<file path="src/rtl/aec_pkg.sv">
package aec_pkg;
  // how the output register is loaded for the sample at the window centre
  typedef enum logic [1:0] {
    SEL_PASS = 2'd0,
    SEL_EST  = 2'd1,
    SEL_HOLD = 2'd2
  } aec_sel_e;

  // number of forward neighbours held back before a decision
  localparam int unsigned AEC_FWD = 2;
endpackage

</file>
<file path="src/rtl/aec_run_tracker.sv">
module aec_run_tracker #(
  parameter int unsigned TRIG_RUN = 2,
  localparam int unsigned RUN_W = $clog2(TRIG_RUN + 1)
) (
  input  logic clk,
  input  logic rst,
  input  logic smp_valid,
  input  logic smp_borrow,
  output logic smp_mark
);
  logic [RUN_W-1:0] run_q;

  // current sample completes a run of TRIG_RUN flagged samples
  always_comb smp_mark = smp_borrow && (run_q >= RUN_W'(TRIG_RUN - 1));

  always_ff @(posedge clk) begin
    if (rst) begin
      run_q <= '0;
    end else if (smp_valid) begin
      if (!smp_borrow)
        run_q <= '0;
      else if (run_q != RUN_W'(TRIG_RUN))
        run_q <= run_q + 1'b1;
    end
  end
endmodule

</file>
<file path="src/rtl/aec_delay_line.sv">
module aec_delay_line #(
  parameter int unsigned DATA_W = 16,
  parameter int unsigned DEPTH  = 2,
  localparam int unsigned FILL_W = $clog2(DEPTH + 1)
) (
  input  logic                          clk,
  input  logic                          rst,
  input  logic                          push,
  input  logic [DATA_W-1:0]             push_data,
  input  logic                          push_mark,
  output logic [DEPTH-1:0][DATA_W-1:0]  tap_data,
  output logic [DEPTH-1:0]              tap_mark,
  output logic                          full
);
  logic [FILL_W-1:0] fill_q;

  // stage 0 is the newest entry, stage DEPTH-1 the oldest
  for (genvar g = 0; g < DEPTH; g++) begin : g_stage
    if (g == 0) begin : g_head
      always_ff @(posedge clk) begin
        if (push) tap_data[g] <= push_data;
        if (rst)       tap_mark[g] <= 1'b0;
        else if (push) tap_mark[g] <= push_mark;
      end
    end else begin : g_body
      always_ff @(posedge clk) begin
        if (push) tap_data[g] <= tap_data[g-1];
        if (rst)       tap_mark[g] <= 1'b0;
        else if (push) tap_mark[g] <= tap_mark[g-1];
      end
    end
  end

  always_ff @(posedge clk) begin
    if (rst)
      fill_q <= '0;
    else if (push && fill_q != FILL_W'(DEPTH))
      fill_q <= fill_q + 1'b1;
  end

  always_comb full = (fill_q == FILL_W'(DEPTH));
endmodule

</file>
<file path="src/rtl/aec_interp.sv">
module aec_interp #(
  parameter int unsigned DATA_W = 16,
  localparam int unsigned SW = DATA_W + 4
) (
  input  logic signed [DATA_W-1:0] a2,
  input  logic signed [DATA_W-1:0] a1,
  input  logic signed [DATA_W-1:0] b1,
  input  logic signed [DATA_W-1:0] b2,
  output logic signed [DATA_W-1:0] est
);
  localparam logic signed [SW-1:0] MAXV = SW'((64'sd1 <<< (DATA_W - 1)) - 64'sd1);
  localparam logic signed [SW-1:0] MINV = -MAXV - SW'(1);
  localparam logic signed [SW-1:0] SIX  = SW'(6);

  logic signed [SW-1:0] xa2, xa1, xb1, xb2, sum, quot;

  always_comb begin
    xa2  = {{4{a2[DATA_W-1]}}, a2};
    xa1  = {{4{a1[DATA_W-1]}}, a1};
    xb1  = {{4{b1[DATA_W-1]}}, b1};
    xb2  = {{4{b2[DATA_W-1]}}, b2};
    sum  = (xa1 <<< 2) + (xb1 <<< 2) - xa2 - xb2;
    quot = sum / SIX;
    if (quot > MAXV)      est = MAXV[DATA_W-1:0];
    else if (quot < MINV) est = MINV[DATA_W-1:0];
    else                  est = quot[DATA_W-1:0];
  end
endmodule

</file>
<file path="src/rtl/aec_corrector.sv">
module aec_corrector #(
  parameter int unsigned DATA_W   = 16,
  parameter int unsigned TRIG_RUN = 2
) (
  input  logic                     clk,
  input  logic                     rst,
  input  logic                     in_valid,
  input  logic signed [DATA_W-1:0] in_data,
  input  logic                     in_borrow,
  output logic                     out_valid,
  output logic signed [DATA_W-1:0] out_data
);
  import aec_pkg::*;
  localparam int unsigned FWD = AEC_FWD;

  logic                          in_mark;
  logic [FWD-1:0][DATA_W-1:0]    tap_data;
  logic [FWD-1:0]                tap_mark;
  logic                          win_full;

  aec_run_tracker #(.TRIG_RUN(TRIG_RUN)) u_run (
    .clk(clk), .rst(rst), .smp_valid(in_valid),
    .smp_borrow(in_borrow), .smp_mark(in_mark)
  );

  aec_delay_line #(.DATA_W(DATA_W), .DEPTH(FWD)) u_dly (
    .clk(clk), .rst(rst), .push(in_valid), .push_data(in_data),
    .push_mark(in_mark), .tap_data(tap_data), .tap_mark(tap_mark),
    .full(win_full)
  );

  // window: centre = oldest tap, first forward = newest tap, second forward = incoming
  logic signed [DATA_W-1:0] ctr_d, fw1_d, fw2_d;
  logic                     ctr_m, fw1_m, fw2_m;
  logic                     fire;

  always_comb begin
    ctr_d = tap_data[FWD-1];
    ctr_m = tap_mark[FWD-1];
    fw1_d = tap_data[0];
    fw1_m = tap_mark[0];
    fw2_d = in_data;
    fw2_m = in_mark;
    fire  = in_valid && win_full;
  end

  // last two unmarked samples that left the centre
  logic signed [DATA_W-1:0] bk1_q, bk2_q;
  logic [1:0]               bk_cnt_q;

  logic signed [DATA_W-1:0] use_b1, use_b2, est;
  aec_sel_e                 sel;

  always_comb begin
    use_b1 = fw1_d;
    use_b2 = fw2_d;
    if (fw1_m) use_b1 = fw2_d;
    if (fw2_m) use_b2 = fw1_d;
    if (!ctr_m)
      sel = SEL_PASS;
    else if ((bk_cnt_q < 2'd2) || (fw1_m && fw2_m))
      sel = SEL_HOLD;
    else
      sel = SEL_EST;
  end

  aec_interp #(.DATA_W(DATA_W)) u_interp (
    .a2(bk2_q), .a1(bk1_q), .b1(use_b1), .b2(use_b2), .est(est)
  );

  always_ff @(posedge clk) begin
    if (rst) begin
      bk_cnt_q <= '0;
    end else if (fire && !ctr_m) begin
      bk1_q <= ctr_d;
      bk2_q <= bk1_q;
      if (bk_cnt_q != 2'd2) bk_cnt_q <= bk_cnt_q + 1'b1;
    end
  end

  always_ff @(posedge clk) begin
    if (rst) begin
      out_valid <= 1'b0;
      out_data  <= '0;
    end else begin
      out_valid <= fire;
      if (fire) begin
        unique case (sel)
          SEL_PASS: out_data <= ctr_d;
          SEL_EST:  out_data <= est;
          default:  out_data <= out_data;
        endcase
      end
    end
  end
endmodule

</file>
<file path="config.mk">
export PLATFORM = sky130hd
export DESIGN_NAME = aec_corrector
export DESIGN_NICKNAME = d
export VERILOG_FILES = /design/src/rtl/aec_pkg.sv /design/src/rtl/aec_run_tracker.sv /design/src/rtl/aec_delay_line.sv /design/src/rtl/aec_interp.sv /design/src/rtl/aec_corrector.sv
export SDC_FILE = /design/constraint.sdc
export NUM_CORES = 1
export LEC_CHECK = 0
export BUFFER_PORTS_ARGS = -buffer_cell sky130_fd_sc_hd__buf_2
export CORE_UTILIZATION = 40
export CTS_CLUSTER_DIAMETER = 80
export DETAILED_ROUTE_END_ITERATION = 7
export GPL_TIMING_DRIVEN = 0
export MAX_ROUTING_LAYER = met4
export SLEW_MARGIN = 25
export SYNTH_ARGS = -nofsm -noshare
export SYNTH_HDL_FRONTEND = slang
export SYNTH_HIERARCHICAL = 1
export SYNTH_SLANG_ARGS = --single-unit
</file>
<file path="constraint.sdc">
create_clock -name clk -period 9.3 [get_ports clk]
set_input_delay 0.465 -clock clk [delete_from_list [all_inputs] [get_ports clk]]
set_output_delay 0.465 -clock clk [all_outputs]
set_load 0.05 [all_outputs]
</file>
Word level (Yosys, flattened, before mapping)
Index checks and enable logic that the tools add are counted.
{ "word_totals": {"word_cells": 51, "ff_bits": 89, "input_bits": 20} }
{ "classes": {"n_div": 1, "bitwise_logic": 1, "n_eq_ne": 6, "reduce_logical": 13, "muxes": 9, "order_cmp": 4, "add_sub_neg": 6} }
{ "ops": {"columns": ["operator", "n"], "rows": [
  ["two-way mux 16 bit", 4],
  ["case mux 16 bit (2 select lines)", 1],
  ["divider 20 x 4 -> 20 bit, second input constant", 1],
  ["> comparator 20 x 16 -> 1 bit, second input constant", 1],
  ["less-than comparator 20 x 16 -> 1 bit, second input constant", 1],
  ["subtractor 19 x 16 -> 20 bit", 1],
  ["subtractor 20 x 16 -> 20 bit", 1],
  ["adder 18 x 18 -> 19 bit", 1],
  ["two-way mux 2 bit", 4],
  ["AND reduction 2 bit", 4],
  ["adder 2 x 1 -> 2 bit, second input constant", 3],
  ["inequality test 2 bit, second input constant", 3],
  ["logical AND 1 bit", 5],
  ["== test 2 x 1 -> 1 bit, second input constant", 1],
  ["== test 2 bit, second input constant", 1],
  ["greater-or-equal comparator 2 x 1 -> 1 bit, second input constant", 1],
  ["zero test 2 bit", 1],
  ["less-than comparator 2 bit, second input constant", 1],
  ["inequality test 2 x 1 -> 1 bit, second input constant", 1],
  ["nonzero test 2 bit", 1],
  ["zero test 1 bit", 1],
  ["logical OR 1 bit", 1],
  ["NOT 1 bit", 1]
]} }

Depth between registers and ports, before layout
{ "depth": {"ltp_word": 9, "ltp_mapped": 47} }

By module
Netlist, hierarchy kept.
{ "by_module_without_submodules": {"columns": ["mod", "area_each_um2", "cells_per_inst", "instances"], "rows": [
  ["aec_interp", 5149.9, 750, 1],
  ["aec_corrector", 2473.6, 181, 1],
  ["aec_delay_line", 1144.8, 49, 1],
  ["aec_run_tracker", 146.4, 14, 1]
]} }

Least setup slack after synthesis
Ideal clock, no wire load.
{ "synth_timing": {"path_kind": "register to register", "start": "reg u_run.run_q[0]", "end": "reg out_data[6]", "synth_period_minus_slack_ns": 9.874, "arrival_time_ns": 9.786, "path_slack_ns": -0.574, "path_buffers": 5, "setup_ns": 0.088, "stages_incl_launch_ff": 46, "t_required_ns": 9.212, "cell_sequence": "dfxtp_1 inv_1 ha_1 nor2b_1 buf_6 mux2_2 fa_1 fa_1 inv_1 ha_1 fa_1 a211oi_2 o31ai_4 o2111a_1 a211oi_2 nand2_1 nor4_2 mux2_1 [... 10 more ...] or3_1 buf_2 nand2_2 a2111oi_2 a21oi_4 buf_4 xnor2_2 o211ai_1 o21ai_1 ha_1 nand2_1 nor3_1 nand4b_1 nand3_2 nor2_1 a311oi_1 nand3_2 a311oi_2"} }
{ "synth_via": {"elab_chain_cells": 9, "elab_cells_between_ends": 18, "classes_between": "add/sub: 1; div: 1; order compare: 3; eq/ne: 1; mux: 6; reduce/logical: 6"} }
{ "synth_rtl": {"columns": ["item", "line_no", "source"], "rows": [
  ["start, declared", "aec_run_tracker.sv:11", "logic [RUN_W-1:0] run_q;"],
  ["start signal, assigned", "aec_run_tracker.sv:23", "run_q <= run_q + 1'b1;"],
  ["greater-or-equal comparator 2 x 1 -> 1 bit *", "aec_run_tracker.sv:14", "always_comb smp_mark = smp_borrow && (run_q >= RUN_W'(TRIG_RUN - 1));"],
  ["logical AND 1 bit *", "aec_run_tracker.sv:14", null],
  ["named net fw2_m", "aec_corrector.sv:34", "logic ctr_m, fw1_m, fw2_m;"],
  ["two-way mux 16 bit *", "aec_corrector.sv:58", "if (fw2_m) use_b2 = fw1_d;"],
  ["named net use_b2[2]", "aec_corrector.sv:51", "logic signed [DATA_W-1:0] use_b1, use_b2, est;"],
  ["subtractor 20 x 16 -> 20 bit *", "aec_interp.sv:22", "sum = (xa1 <<< 2) + (xb1 <<< 2) - xa2 - xb2;"],
  ["divider 20 x 4 -> 20 bit *", "aec_interp.sv:23", "quot = sum / SIX;"],
  ["less-than comparator 20 x 16 -> 1 bit", "aec_interp.sv:25", "else if (quot < MINV) est = MINV[DATA_W-1:0];"],
  ["two-way mux 16 bit", "aec_interp.sv:25", null],
  ["two-way mux 16 bit *", "aec_interp.sv:24", "if (quot > MAXV) est = MAXV[DATA_W-1:0];"],
  ["named net est[6]", "aec_corrector.sv:51", null],
  ["case mux 16 bit (2 select lines) *", "aec_corrector.sv:88", "unique case (sel)"],
  ["end signal, assigned", "aec_corrector.sv:89", "SEL_PASS: out_data <= ctr_d;"],
  ["end signal, assigned", "aec_corrector.sv:90", "SEL_EST: out_data <= est;"],
  ["end signal, assigned", "aec_corrector.sv:91", "default: out_data <= out_data;"],
  ["end, declared", "aec_corrector.sv:11", "output logic signed [DATA_W-1:0] out_data"]
]} }
The timed path passes the listed nets; every way through them passes the cells marked *.
A chain may end at the register's enable or synchronous reset.

Worst setup path in the final report
{ "layout_timing": {"start": "reg u_run.run_q[0]", "end": "reg out_data[14]"} }
The elaborated chain is that of the path after synthesis.

==> reports/metrics.csv <==
metric,value,unit
htree_levels,3,
slew_headroom,0.3786,
syn2layout_area_growth,23.66,%
holdBufCountCts,0,
final.period_utilization,1.093,
grt_pass1_wl,39520,um
drv_cap,0,
synth_cell_type_count,101,
drt-initial-drc-count,525,
netlist_area,8915,um^2
place_area,9663,um^2
setup_viol,15,
nets,1190,
vias,8089,
die-height,151.3,um
yosys_warnings,6,
critPathMostFrequentCell,o211ai_1,
fin_cells,1395,
syn_avg_cell_area,8.969,um^2
clk_pin_slew_worst_paths,0.06,ns
hold_ws,0.3247,ns
place_congestion,0.9005,
crit_path_start_kind,flip-flop,
start_util,0.4085,
yosysMostFrequentCell,nand2_1,
numCtsBuffers,9,
setup_slack,-0.8611,ns
postSynthNetCount,1074,
drc,0,
slowest_stage,fa_1,
ys_seq_area_frac,0.2717,
ys.flop_type,edfxtp_1,
cp_max_fo,7,
synthTopCellsByCount,"nand2_1, nor2_1, inv_1",
cts_tree,done,
cts_root_buf,clkbuf_16,
gr-total-overflow,0,
critPathCaptureType,flip-flop,
min_period,10.16,ns
dieArea,22890,um^2
synth_top_cell_by_area,edfxtp_1,
clk_latency,0.34,ns
placed_cells,1313,
synth-edff-count,64,
dr.pass1.iters,5,
grt_pass1_vias,7633,
row_count,54,
grt_max_degree,41,
drive_above_1_share,0.2924,
status,finished with violations,
violations,setup timing,
syn_inst,994,
crit_path_max_incr_delay,0.49,ns
ioPinCount,37,
hold_viol,0,
cts_max_path_buffers,2,
io_buffers,36,
grt.total_usage,0.2249,
crit_type,reg2reg,
antenna_found_initial,0,
clock-sinks,89,
synth_area_leaders,"edfxtp_1, fa_1, dfxtp_1",
async_reset_ff_frac,0,
fin_skew,0.003492,ns
final_area,11020,um^2
wl_per_cell,17.98,um
holdCritPathClass,in2reg,
fmax,0.09841,GHz
routed_wirelength,25080,um
yosys.area.top_type_share,0.2156,
synth-seq-cells,89,
core_area,21820,um^2
vias_per_cell,5.799,
rsz0062_at_grt,yes,
arrival,10.40,ns
dp_hpwl,18430,um
fp.dieW,151.3,um
num_antenna_cells,0,
postRouteAntennaNets,0,
worst_pin_slew,0.9255,ns
dp_slack,-1.656,ns
worst_ep_required_time,9.54,ns
slew_violations,0,
## timing repair
item	4_1_cts	5_1_grt
gates resized for setup	87	28
pin swaps	69	30
endpoints found under the setup margin	16	16
cloned	1	1
setup buffers	54	12
## registers in the layout (all words and copies together), names as in the netlist
name,cells
out_data,16
u_run/run_q,2
bk2_q,16
bk_cnt_q,2
u_dly/tap_data,32
out_valid,1
bk1_q,16
u_dly/fill_q,2
u_dly/tap_mark,2
## worst max-delay path, delay by kind of cell (launching register included)
family,cells,cell delay (ns)
AND/OR/NAND/NOR,8,1.34
flip-flops,1,0.33
XOR/XNOR,2,0.43
AO/OA/AOI/OAI,18,4.18
buffers and inverters,10,1.29
multiplexers,2,0.62
adder cells (fa/ha/maj),6,1.86
## path summary, 6_finish.rpt
kind	from	to	slack, ns	cells after the start
max	u_run/run_q[0]	out_data[14]	-0.86	46
min	in_data[14]	u_dly/tap_data[14]	0.32	1
max reg2reg	u_run/run_q[0]	out_data[14]	-0.86	46
min reg2reg	bk1_q[2]	bk2_q[2]	0.45	0
## cell type report
type,instances,area (um^2)
Fill cell,2061,10800
Multi-Input combinational cell,779,6636
Buffer,48,321.6
Timing Repair Buffer,107,726.9
Clock buffer,9,225.2
Sequential cell,89,2425
Inverter,76,285.3
Tap cell,280,350.3
Clock inverter,7,53.80
## cells in the final DEF, fill, tap and decap left out, drive strengths merged, types with 13 or more instances in the layout
| master | Yosys | final |
|---|---|---|
| nand4 | 13 | 13 |
| xor2 | 20 | 20 |
| mux2 | 41 | 41 |
| inv | 76 | 79 |
| edfxtp | 64 | 64 |
| o211ai | 30 | 30 |
| nand3 | 45 | 45 |
| xnor2 | 26 | 26 |
| nor2 | 80 | 80 |
| a311oi | 18 | 18 |
| fa | 34 | 34 |
| nor3 | 27 | 27 |
| dfxtp | 25 | 25 |
| a31oi | 25 | 25 |
| a21oi | 47 | 47 |
| nand2 | 94 | 94 |
| buf | 28 | 135 |
| o21ai | 70 | 70 |
| ha | 26 | 26 |
| clkbuf | 22 | 29 |
## logic make-up (layout without fill, tap and decap cells)
| logic type | count (synthesis) | after routing | share of synthesized area |
|---|---|---|---|
| buf+inv | 126 | 247 | 0.06274 |
| mux | 52 | 52 | 0.06540 |
| fa+ha+maj | 61 | 61 | 0.1140 |
| flops | 89 | 89 | 0.2717 |
| compound gates | 291 | 291 | 0.2476 |
| xor+xnor | 46 | 46 | 0.04856 |
| simple gates | 329 | 329 | 0.1900 |
## per-stage QoR
| stage | setup TNS, ns | utilization |
|---|---|---|
| after floorplan | -0.3656 | - |
| after global placement | -22.73 | 0.4415 |
| after detailed placement | -23.31 | 0.4428 |
| after CTS | -6.463 | 0.4940 |
| after global routing | -16.46 | 0.5052 |
| final | -9.563 | 0.5052 |
## metal layers
metal	routed length (um)	track usage	share of wire	up-vias
met1	11700	0.3010	0.47	3913
met3	811	0.01988	0.032	26
met4	344	0.05450	0.014	0
li1	-	-	-	3945
met2	12230	0.3664	0.49	205
met5	0	-	0	-
Power is left out: the tool's default activity adds up to more than one toggle a clock period on the data nets, which glitch-free logic cannot reach.
